===== src/rtl/twi_pkg.sv =====
package twi_pkg;

  typedef enum logic [2:0] {
    ST_IDLE,
    ST_DEV,
    ST_WADDR,
    ST_WDATA,
    ST_RDATA
  } twi_state_t;

  // Fixed prefix plus the compared select bits, taken from bit 3 downward.
  function automatic logic dev_match(logic [7:0] b, logic [2:0] pins, int sel);
    if (b[7:4] != 4'b1010) return 1'b0;
    for (int i = 0; i < 3; i++) begin
      if (i < sel && b[3-i] != pins[2-i]) return 1'b0;
    end
    return 1'b1;
  endfunction

  // Uncompared select bits become the top of the word address.
  function automatic logic [10:0] word_addr(logic [7:0] dev, logic [7:0] wa, int sel);
    logic [2:0] pg;
    pg = dev[3:1] & (3'b111 >> sel);
    return {pg, wa};
  endfunction

  // Read step: wraps over the whole array of 2**aw bytes.
  function automatic logic [10:0] rd_step(logic [10:0] a, int aw);
    return (a + 11'd1) & 11'((1 << aw) - 1);
  endfunction

  // Write step: only the in-page bits advance.
  function automatic logic [10:0] wr_step(logic [10:0] a, int pw);
    logic [10:0] m;
    m = 11'((1 << pw) - 1);
    return (a & ~m) | ((a + 11'd1) & m);
  endfunction

endpackage


===== src/rtl/twi_line_sync.sv =====
module twi_line_sync #(
  parameter int STAGES = 2
) (
  input  logic clk,
  input  logic rst_n,
  input  logic d_i,
  output logic q_o
);
  logic [STAGES-1:0] chain;

  always_ff @(posedge clk or negedge rst_n) begin
    if (!rst_n) chain <= '1;
    else        chain <= {chain[STAGES-2:0], d_i};
  end

  assign q_o = chain[STAGES-1];
endmodule


===== src/rtl/twi_bus_events.sv =====
module twi_bus_events (
  input  logic clk,
  input  logic rst_n,
  input  logic scl_s,
  input  logic sda_s,
  output logic start_evt,
  output logic stop_evt,
  output logic scl_fall,
  output logic sample_evt,
  output logic sample_bit
);
  logic scl_q, sda_q, rise_d;
  logic scl_rise;

  always_ff @(posedge clk or negedge rst_n) begin
    if (!rst_n) begin
      scl_q  <= 1'b1;
      sda_q  <= 1'b1;
      rise_d <= 1'b0;
    end else begin
      scl_q  <= scl_s;
      sda_q  <= sda_s;
      rise_d <= scl_rise;
    end
  end

  assign scl_rise   = scl_s & ~scl_q;
  assign scl_fall   = ~scl_s & scl_q;
  assign start_evt  = scl_s & scl_q & sda_q & ~sda_s;
  assign stop_evt   = scl_s & scl_q & ~sda_q & sda_s;
  // Bit taken one system clock after the synchronized rising edge.
  assign sample_evt = rise_d;
  assign sample_bit = sda_s;
endmodule


===== src/rtl/twi_mem_slave.sv =====
module twi_mem_slave #(
  parameter int SEL_BITS    = 1,
  parameter int PAGE_W      = 4,
  parameter int SYNC_STAGES = 2,
  localparam int ADDR_W     = 11 - SEL_BITS
) (
  input  logic              clk,
  input  logic              rst_n,
  input  logic              scl_i,
  input  logic              sda_i,
  input  logic [2:0]        pin_sel,
  output logic              sda_oe,
  output logic [ADDR_W-1:0] mem_addr,
  output logic              mem_we,
  output logic [7:0]        mem_wdata,
  input  logic [7:0]        mem_rdata
);
  import twi_pkg::*;

  logic [1:0] raw_lines, sync_lines;
  assign raw_lines = {scl_i, sda_i};

  for (genvar g = 0; g < 2; g++) begin : g_sync
    twi_line_sync #(.STAGES(SYNC_STAGES)) u_sync (
      .clk(clk), .rst_n(rst_n), .d_i(raw_lines[g]), .q_o(sync_lines[g])
    );
  end

  logic scl_s, sda_s;
  assign scl_s = sync_lines[1];
  assign sda_s = sync_lines[0];

  logic start_evt, stop_evt, scl_fall, sample_evt, sample_bit;

  twi_bus_events u_events (
    .clk(clk), .rst_n(rst_n), .scl_s(scl_s), .sda_s(sda_s),
    .start_evt(start_evt), .stop_evt(stop_evt), .scl_fall(scl_fall),
    .sample_evt(sample_evt), .sample_bit(sample_bit)
  );

  twi_state_t        state;
  logic [3:0]        bit_cnt;
  logic [7:0]        rx_sh, tx_sh, wdata_q;
  logic [2:0]        dev_pg;
  logic [ADDR_W-1:0] addr_q, waddr_q;
  logic              rd_go, oe_q, we_q;

  // Named events for the checker.
  logic in_idle, in_dev, in_wdata, byte_done, ack_done;
  assign in_idle   = (state == ST_IDLE);
  assign in_dev    = (state == ST_DEV);
  assign in_wdata  = (state == ST_WDATA);
  assign byte_done = scl_fall && bit_cnt == 4'd8;
  assign ack_done  = scl_fall && bit_cnt == 4'd9;

  always_ff @(posedge clk or negedge rst_n) begin
    if (!rst_n) begin
      state   <= ST_IDLE;
      bit_cnt <= '0;
      rx_sh   <= '0;
      tx_sh   <= '0;
      wdata_q <= '0;
      dev_pg  <= '0;
      addr_q  <= '0;
      waddr_q <= '0;
      rd_go   <= 1'b0;
      oe_q    <= 1'b0;
      we_q    <= 1'b0;
    end else begin
      we_q <= 1'b0;
      if (start_evt) begin
        state   <= ST_DEV;
        bit_cnt <= '0;
        oe_q    <= 1'b0;
      end else if (stop_evt) begin
        state   <= ST_IDLE;
        bit_cnt <= '0;
        oe_q    <= 1'b0;
      end else if (state != ST_IDLE) begin
        if (sample_evt) begin
          if (bit_cnt < 4'd9) bit_cnt <= bit_cnt + 4'd1;
          if (bit_cnt < 4'd8) rx_sh <= {rx_sh[6:0], sample_bit};
          if (bit_cnt == 4'd8 && state == ST_RDATA && !oe_q) rd_go <= ~sample_bit;
        end else if (byte_done) begin
          unique case (state)
            ST_DEV: begin
              if (dev_match(rx_sh, pin_sel, SEL_BITS)) begin
                oe_q   <= 1'b1;
                dev_pg <= rx_sh[3:1];
                if (rx_sh[0]) begin
                  state <= ST_RDATA;
                  rd_go <= 1'b1;
                end else begin
                  state <= ST_WADDR;
                end
              end else begin
                state <= ST_IDLE;
              end
            end
            ST_WADDR: begin
              oe_q   <= 1'b1;
              addr_q <= ADDR_W'(word_addr({4'b0, dev_pg, 1'b0}, rx_sh, SEL_BITS));
              state  <= ST_WDATA;
            end
            ST_WDATA: begin
              oe_q    <= 1'b1;
              we_q    <= 1'b1;
              waddr_q <= addr_q;
              wdata_q <= rx_sh;
              addr_q  <= ADDR_W'(wr_step(11'(addr_q), PAGE_W));
            end
            default: oe_q <= 1'b0;
          endcase
        end else if (ack_done) begin
          bit_cnt <= '0;
          if (state == ST_RDATA) begin
            if (rd_go) begin
              tx_sh  <= {mem_rdata[6:0], 1'b0};
              oe_q   <= ~mem_rdata[7];
              addr_q <= ADDR_W'(rd_step(11'(addr_q), ADDR_W));
            end else begin
              state <= ST_IDLE;
              oe_q  <= 1'b0;
            end
          end else begin
            oe_q <= 1'b0;
          end
        end else if (scl_fall && state == ST_RDATA && bit_cnt != 4'd0) begin
          oe_q  <= ~tx_sh[7];
          tx_sh <= {tx_sh[6:0], 1'b0};
        end
      end
    end
  end

  assign sda_oe    = oe_q;
  assign mem_we    = we_q;
  assign mem_wdata = wdata_q;
  assign mem_addr  = we_q ? waddr_q : addr_q;

endmodule


===== config.mk =====
export PLATFORM = sky130hd
export DESIGN_NAME = twi_mem_slave
export DESIGN_NICKNAME = d
export VERILOG_FILES = /design/src/rtl/twi_pkg.sv /design/src/rtl/twi_line_sync.sv /design/src/rtl/twi_bus_events.sv /design/src/rtl/twi_mem_slave.sv
export SDC_FILE = /design/constraint.sdc
export NUM_CORES = 1
export LEC_CHECK = 0
export BUFFER_PORTS_ARGS = -buffer_cell sky130_fd_sc_hd__buf_4
export CAP_MARGIN = 10
export CORE_MARGIN = 1
export CORE_UTILIZATION = 59
export CTS_CLUSTER_DIAMETER = 150
export DETAILED_ROUTE_END_ITERATION = 8
export HOLD_SLACK_MARGIN = 0.06
export PLACE_DENSITY = 0.8
export RECOVER_POWER = 100
export SLEW_MARGIN = 20
export SYNTH_ARGS = -nofsm -noshare
export SYNTH_HDL_FRONTEND = slang
export SYNTH_SLANG_ARGS = --single-unit

===== constraint.sdc =====
create_clock -name clk -period 2.8 [get_ports clk]
set_clock_uncertainty 0.1 [all_clocks]
set_input_delay 0.56 -clock clk [delete_from_list [all_inputs] [get_ports clk]]
set_output_delay 0.56 -clock clk [all_outputs]
set_load 0.05 [all_outputs]

Yosys cells after proc, flatten, opt, wreduce, memory -nomap -nowiden
Index checks and enable logic that the tools add are counted.
{"block": "totals", "regBits": 63, "latchBits": 0, "ram_bits": 0, "mem_bits_ro": 0, "memories": 0}
{"block": "classes", "n_addsub": 2, "multipliers": 0, "n_div": 0, "n_lt_le_gt_ge": 2, "eq_ne": 18, "n_shift": 0, "muxes": 76, "n_bitwise": 18, "reduce_logical": 32}
{"cell": "10-bit two-way mux", "count": 5}
{"cell": "1-bit two-way mux", "count": 47}
{"cell": "8-bit two-way mux", "count": 4}
{"cell": "3-bit two-way mux", "count": 10}
{"cell": "4-bit two-way mux", "count": 7}
{"cell": "8-bit AND reduction", "count": 3}
{"cell": "10-bit case mux with 2 select lines", "count": 1}
{"cell": "2-bit nonzero test", "count": 8}
{"cell": "4-bit nonzero test", "count": 4}
{"cell": "6-bit AND reduction", "count": 2}
{"cell": "10-bit by 1-bit adder with 10-bit output, second input constant", "count": 1}
{"cell": "5-bit by 4-bit inequality test with 1-bit output, second input constant", "count": 2}
{"cell": "1-bit inverter", "count": 10}
{"cell": "10-bit by 4-bit OR with 10-bit output", "count": 1}
{"cell": "4-bit == test, second input constant", "count": 2}
{"cell": "4-bit < comparator, second input constant", "count": 2}
{"cell": "4-bit by 3-bit inequality test with 1-bit output, second input constant", "count": 2}
{"cell": "4-bit inequality test, second input constant", "count": 2}
{"cell": "4-bit AND reduction", "count": 2}
{"cell": "1-bit AND", "count": 7}
{"cell": "7-bit AND reduction", "count": 1}
{"cell": "3-bit by 2-bit == test with 1-bit output, second input constant", "count": 2}
{"cell": "1-bit logical AND", "count": 6}
{"cell": "3-bit case mux with 2 select lines", "count": 1}
{"cell": "other kinds (14)", "count": 16}

Logic depth before layout (Yosys ltp)
Gate-level depths: netlist of the first run.
{"block": "depth", "depth_word": 30, "depth_mapped": 10}

Modules after synthesis
A second synthesis of the first run with hierarchy kept.
{"block": "hier_totals", "hier_cells": 294, "area_unflattened_um2": 3186.8}
{"module": "twi_mem_slave", "n_inst": 1, "cells_per_inst": 282, "area_per_inst_um2": 2964.1, "seq_area_each_um2": 1376.3}
{"module": "twi_bus_events", "n_inst": 1, "cells_per_inst": 8, "area_per_inst_um2": 117.6, "seq_area_each_um2": 77.6}
{"module": "twi_line_sync", "n_inst": 2, "cells_per_inst": 2, "area_per_inst_um2": 52.6, "seq_area_each_um2": 52.6}

Worst setup path after synthesis of the first run
Ideal clock, no wire load.
{"block": "synth_timing", "path_type": "register -> output", "start": "reg we_q, in the netlist mem_we", "end": "out mem_addr[5]", "arrival_ns": 1.978, "required_ns": 2.140, "path_slack_ns": 0.162, "path_stages_with_launch": 3, "path_buffers": 1, "cell_sequence": "dfrtp_1 clkbuf_1 o21ai_0"}
{"block": "synth_via", "elab_chain_cells": 1}
{"element": "start: declaration", "line_no": "twi_mem_slave.sv:46", "source": "logic rd_go, oe_q, we_q;"}
{"element": "start signal: assignment", "line_no": "twi_mem_slave.sv:68", "source": "we_q <= 1'b0;"}
{"element": "start signal: assignment", "line_no": "twi_mem_slave.sv:70", "source": "we_q <= 1'b0;"}
{"element": "start signal: assignment", "line_no": "twi_mem_slave.sv:107", "source": "we_q <= 1'b1;"}
{"element": "10-bit two-way mux", "line_no": "twi_mem_slave.sv:139", "source": "assign mem_addr = we_q ? waddr_q : addr_q;"}
{"element": "end: declaration", "line_no": "twi_mem_slave.sv:13", "source": "output logic [ADDR_W-1:0] mem_addr,"}
No other way between the ends.

Worst setup path after layout of the first run
{"block": "layout_timing", "start": "reg bit_cnt[0]", "end": "reg wdata_q[5], in the netlist mem_wdata[5]"}
{"block": "layout_via", "elab_chain_cells": 3}
{"element": "start: declaration", "line_no": "twi_mem_slave.sv:42", "source": "logic [3:0] bit_cnt;"}
{"element": "start signal: assignment", "line_no": "twi_mem_slave.sv:81", "source": "if (bit_cnt < 4'd9) bit_cnt <= bit_cnt + 4'd1;"}
{"element": "4-bit == test", "line_no": "twi_mem_slave.sv:53", "source": "assign byte_done = scl_fall && bit_cnt == 4'd8;"}
{"element": "1-bit logical AND", "line_no": "twi_mem_slave.sv:53"}
{"element": "6-bit AND reduction (no source line)"}
{"element": "end signal: assignment", "line_no": "twi_mem_slave.sv:109", "source": "wdata_q <= rx_sh;"}
{"element": "end: declaration", "line_no": "twi_mem_slave.sv:43", "source": "logic [7:0] rx_sh, tx_sh, wdata_q;"}
No other way between the ends.
A chain may end at the register's enable or synchronous reset.

==> results.cfg, run 1 <==
[critical_path]
cp_max_fo = 19
cp.required_ps = 2920
r2r-end = mem_wdata[5]$_DFFE_PN0P_
startpoint_type = flop
critical_path_arrival_ps = 2730
worst-setup-path-type = flop to flop
r2r_cells = 8
reg2reg_slack_ps = 200
r2r-start = bit_cnt[0]$_DFFE_PN0P_
cp-end-kind = flop

[synth]
yosysSeqAreaShare_pct = 47.58
synth_warnings = 0
postSynth.asyncResetShare_pct = 100.0
avgSynthCellArea_um2 = 10.81
synth_area_leaders = dfrtp_1, mux2_2, dfstp_2
synth_flop_cell = dfrtp_1
ys_ff_latch = 62
syn_inst = 303
synth.net_count = 322
synth_top_area_share_pct = 42.76
synth_edf_count = 0
synth_commonest_cells = dfrtp_1, mux2_2, nor2_1
synth_area_mm2 = 0.003277
yosysTopAreaCell = dfrtp_1
yosys.cell_count.top_type = dfrtp_1
synth.distinct_cells = 56

[sta]
fin_setup_tns_ps = 0
period_share_pct = 93.03
layout_min_cycle_time_ps = 2605
setup_viol = 0
finalHoldViolations = 0
tightestPinTransition_ps = 1482
fmax_mhz = 383.9
drv_slew = 0
rsz0062_at_grt = false
slew_headroom_pct = 1.172

[global_routing]
grt_pass1_vias = 2356
overflow = 0
grt_max_degree = 63
grt_pass1_wl_um = 11430
grt_usage_pct = 25.46
antenna_found_initial = 0

[power_and_ir_drop]
internal_power_w = 0.001768
power_density_mw_per_mm2 = 674.3
power_frac_clock_pct = 37.3
netSwitchingFraction_pct = 28.43
p_leak_nw = 1.672
power_frac_comb_pct = 16.9
seqPwrFrac_pct = 45.8
net-switching-power_w = 0.0007024
totalPowerFinal_w = 0.002470
peakVddDrop_uv = 482.5

[clock_network]
cts_resized = 0
root_buffer = clkbuf_8
cts_setup_buffers = 0
cts-buffers-inserted = 9
ctsHtreeMaxLevel = 3
cts_hold_buffers = 0
cts_buffer_depth = 2
clk_latency_ps = 350
clk_pin_slew_ps = 70
clock-sinks = 62
tritoncts = yes

[place]
port_buffers = 32
place_area_mm2 = 0.003556
dp_hpwl_um = 4558
gp_congestion = 0.9158
placedCellCount = 395

[drt]
vias = 2507
ant_nets = 0
routedWlPerCell_um = 16.40
route.detailed.drc = 0
viasPerCell = 6.100
drt_iter0_drc = 178
firstDrtPassIters = 5
routed_wl_um = 6741

[min_path]
hold_class = input pin to flop
min-delay-start = scl_i
hold_path_end = g_sync[1].u_sync.chain[0]$_DFF_PN1_
whs_path_depth = 1

[die]
rows = 26
ios = 35
die_y_um = 76.53
core_mm2 = 0.005238
initial_core_util_pct = 62.57
dieArea_mm2 = 0.005856
die_x_um = 76.53

[finish]
insertedDiodeCount = 0
final_util_pct = 69.95
finalInstanceArea_mm2 = 0.003664
nets = 355
syn2layout_area_growth_pct = 11.80
fin_cells = 411
layout-drive-gt1-share_pct = 20.23

[job]
cap_violations = 0

[run_status]
status = completed
worst max path at each step:
stage,startpoint,end,slack [ps],cells after the start
CTS,bit_cnt[0]$_DFFE_PN0P_,waddr_q[8]$_DFFE_PN0P_,260,8
finish,bit_cnt[0]$_DFFE_PN0P_,mem_wdata[5]$_DFFE_PN0P_,200,8
global route,bit_cnt[0]$_DFFE_PN0P_,addr_q[5]$_DFFE_PN0P_,30,7
detailed placement,bit_cnt[0]$_DFFE_PN0P_,mem_wdata[5]$_DFFE_PN0P_,280,8
floorplan,mem_we$_DFF_PN0_,mem_addr[5],160,2
global placement,bit_cnt[0]$_DFFE_PN0P_,mem_wdata[5]$_DFFE_PN0P_,290,8
metrics by stage:
stage	worst slack (ps)	hold slack, ps
global placement	290.9	245.7
floorplan	162.4	164.4
detailed placement	275.1	246.8
CTS	256.1	190.1
global route	25.22	202.7
finish	195.2	227.8
cell usage in the layout, fill, tap and decap left out, types with 2 or more instances in the layout:
master,count
buf_4,14
o311ai_0,2
o31ai_1,3
nand2b_1,4
o21ai_0,15
mux2_2,29
dfstp_2,4
nand4_1,5
nor3b_1,3
clkbuf_8,9
mux2i_1,9
or4_1,3
mux2_1,9
xnor2_1,3
nor2b_1,3
bufinv_16,3
and3_1,5
nand4bb_1,2
nand3b_1,2
nor3_1,7
clkbuf_4,2
inv_1,8
clkbuf_1,26
o2bb2ai_1,3
a32oi_1,2
nor2_1,25
a21oi_1,22
dfrtp_1,56
dfstp_1,2
nor4_1,2
a31o_2,2
a211oi_1,5
a31oi_1,2
ha_1,4
nand3_1,9
nand2_1,13
or3_1,2
nor4bb_1,2
registers in the layout, summed over array words and instances, names as in the netlist, 2 cells and up:
name	cells
waddr_q	10
mem_wdata	8
addr_q	10
dev_pg	2
state	3
tx_sh	7
g_sync.u_sync.chain	4
rx_sh	8
bit_cnt	4
cell type report:
class | instances | area, um2
clock buffer | 12 | 135.1
clock inverter | 4 | 95.09
fill | 435 | 1574
inverter | 8 | 30.03
multi-input combinational | 215 | 1545
sequential | 62 | 1559
tap | 70 | 87.58
timing repair buffer | 40 | 211.5
per-layer routing:
metal	part of all wire [%]	track usage (%)	wire length (um)	vias up
met5	0	0	0	-
met4	1.6	9.615	108	0
met3	5.9	7.665	401	16
met2	47	39.01	3138	94
met1	46	34.07	3093	1218
li1	-	-	-	1179
worst max-delay path: stages, from the launching register on:
cell     delay (ps)
dfrtp_1         440
inv_1           100
ha_1            370
inv_1           200
nor2_8          250
nand2_2         100
or3_1           340
buf_4           230
mux2_1          350
power by group through the flow:
stage,clock [W],sequential [W],combinational (W)
after detailed placement,0,0.00115,0.000414
after CTS,0.000944,0.00113,0.000418
after global routing,0.000987,0.00115,0.000460
after floorplan,0,0.00108,0.000340
after global placement,0,0.00114,0.000407
final,0.000922,0.00113,0.000416
kinds of logic after synthesis:
kind of cell / count (synthesis) / share of synthesized area (%)
buffers and inverters: 26 / 4.238
AOI/OAI and AO/OA: 67 / 13.06
xor gates and xnor gates: 4 / 1.069
muxes: 47 / 16.84
and+or+nand+nor: 93 / 15.69
adders and majority gates: 4 / 1.527
DFF: 62 / 47.58
Note: power is estimated with default switching activity, not from simulation.
==> run 2: changes to the inputs <==
==> constraint.sdc (replaced) <==
create_clock -name clk -period 2.8 [get_ports clk]
set_clock_uncertainty 0.1 [all_clocks]
set_input_delay 0.14 -clock clk [delete_from_list [all_inputs] [get_ports clk]]
set_output_delay 0.14 -clock clk [all_outputs]
set_load 0.05 [all_outputs]
==> run 2 against run 1 <==
Highest routed layer unchanged. Global-route usage grew 0.89 points. Cell area grew 3.1%. Flip-flop and latch count unchanged. Register-to-register slack worse by 30 ps. Utilization up 2.2 points. Wire length increased by 5.2%. Combinational power up 4%. Largest power group unchanged. Clock-buffer cell count up 1. Critical path type unchanged. Setup slack got worse by 27 ps. Critical path depth is the same. Largest cell class is now multi-input gates.
==> results.cfg, run 2 (same netlist as run 1, synthesis figures left out) <==
[run_status]
status = completed

[critical_path]
path_depth = 8
cp-end-kind = flop
path_cells = inv_1 > ha_1 > inv_1 > nor2_8 > nand2_2 > or3_1 > clkbuf_4 > mux2_4
cp_max_fo = 19
r2r-end = waddr_q[9]$_DFFE_PN0P_
path_delay_family = simple AND/OR/NAND/NOR gates
worst-setup-path-type = flop to flop
reg2reg_slack_ps = 170
crit_path_start = bit_cnt[0]$_DFFE_PN0P_
r2r_cells = 8
critPathBufInv = 3
slowest_stage = dfrtp_1
startpoint_type = flop
r2r-start = bit_cnt[0]$_DFFE_PN0P_
endpoint = waddr_q[9]$_DFFE_PN0P_
crit_path_frequent_cell = inv_1
cp.required_ps = 2920
critical_path_arrival_ps = 2760
cpPeakStageDelay_ps = 430

[die]
core_mm2 = 0.005238
die_x_um = 76.53
die_y_um = 76.53
rows = 26
ios = 35
dieArea_mm2 = 0.005856
initial_core_util_pct = 62.57

[clock_network]
ctsHtreeMaxLevel = 3
cts-buffers-inserted = 9
tritoncts = yes
cts_resized = 0
clk_latency_ps = 340
clock-sinks = 62
clk_pin_slew_ps = 70
cts_setup_buffers = 0
cts_buffer_depth = 2
root_buffer = clkbuf_8

[global_routing]
grt_max_degree = 63
grt_pass1_vias = 2398
antenna_found_initial = 0
grt_pass1_wl_um = 11900
overflow = 0
grt_usage_pct = 26.35

[power_and_ir_drop]
peakVddDrop_uv = 463.4
p_leak_nw = 1.730
power_density_mw_per_mm2 = 633.4

[sta]
fin_setup_tns_ps = 0
fmax_mhz = 379.9
final.setup.worst_slack_ps = 168.0
period_share_pct = 94.00
drv_slew = 0
finalHoldViolations = 0
tightestPinTransition_ps = 1466
setup_viol = 0
layout_min_cycle_time_ps = 2632
rsz0062_at_grt = false
slew_headroom_pct = 2.236

[finish]
insertedDiodeCount = 0
layout-drive-gt1-share_pct = 22.79
nets = 365
final_common_cell = dfrtp_1
syn2layout_area_growth_pct = 15.31
layout_common_cells = dfrtp_1, mux2_2, nor2_1
largest_registers = addr_q x10, waddr_q x10

[drt]
route.detailed.drc = 0
ant_nets = 0
drt_iter0_drc = 188
vias = 2549
routed_wl_um = 7093
viasPerCell = 6.055
routedWlPerCell_um = 16.85
firstDrtPassIters = 7

[place]
dp_hpwl_um = 4532
gp_congestion = 0.9289
port_buffers = 32
pre_cts_ws_ps = 270.3

[job]
cap_violations = 0

[min_path]
hold_class = input pin to flop
==> run 2: worst min path at each step <==
stage / start / end / slack, ps / cells after the start
finish: mem_rdata[7] / sda_oe$_DFFE_PN0P_ / 210 / 4
global route: mem_rdata[7] / sda_oe$_DFFE_PN0P_ / 260 / 4
detailed placement: sda_i / g_sync[0].u_sync.chain[0]$_DFF_PN1_ / 150 / 1
floorplan: rst_n / addr_q[0]$_DFFE_PN0P_ / -260 / 0
CTS: mem_rdata[7] / sda_oe$_DFFE_PN0P_ / 200 / 4
global placement: scl_i / g_sync[1].u_sync.chain[0]$_DFF_PN1_ / 150 / 1
==> run 2: routing by layer <==
metal	wire length, um	track usage, %
met5	0	0
met3	436	5.509
met2	3338	39.28
met4	115	10.58
met1	3203	37.60
==> run 2: worst reg2reg max path: cells and delay by family, from the launching register on <==
family        cells  cell delay (ps)
flops             1              430
simple gates      3              700
buf+inv           3              590
fa+ha+maj         1              350
mux               1              350
==> run 2: final cells by class <==
class | count | area, um2
Sequential cell | 62 | 1559
Multi-Input combinational cell | 215 | 1579
Fill cell | 388 | 1459
Clock buffer | 13 | 168.9
Inverter | 8 | 30.03
Tap cell | 70 | 87.58
Clock inverter | 3 | 42.54
Timing Repair Buffer | 50 | 311.5
==> run 2: report_power, final <==
part | switching, W | total [W] | internal (W)
Clock | 0.000342 | 0.000825 | 0.000483
Sequential | 0.000149 | 0.00114 | 0.000988
Combinational | 0.000232 | 0.000431 | 0.000200
==> run 2: what timing repair did <==
item	in CTS	in global routing
setup endpoints to repair	0	0
hold buffers	10	0
hold endpoints to repair	65	0
==> run 2: per-stage QoR <==
stage / total power, W / instance area [um2] / utilization (%) / cells / hold slack (ps)
floorplan: 0.001425 / 3277 / - / 303 / -255.6
global placement: 0.001549 / 3556 / 67.89 / 395 / 148.0
detailed placement: 0.001566 / 3556 / 67.89 / 395 / 150.9
CTS: 0.002404 / 3867 / 73.84 / 421 / 198.5
global route: 0.002508 / 3779 / 72.15 / 421 / 257.7
finish: 0.002394 / 3779 / 72.15 / 421 / 206.5
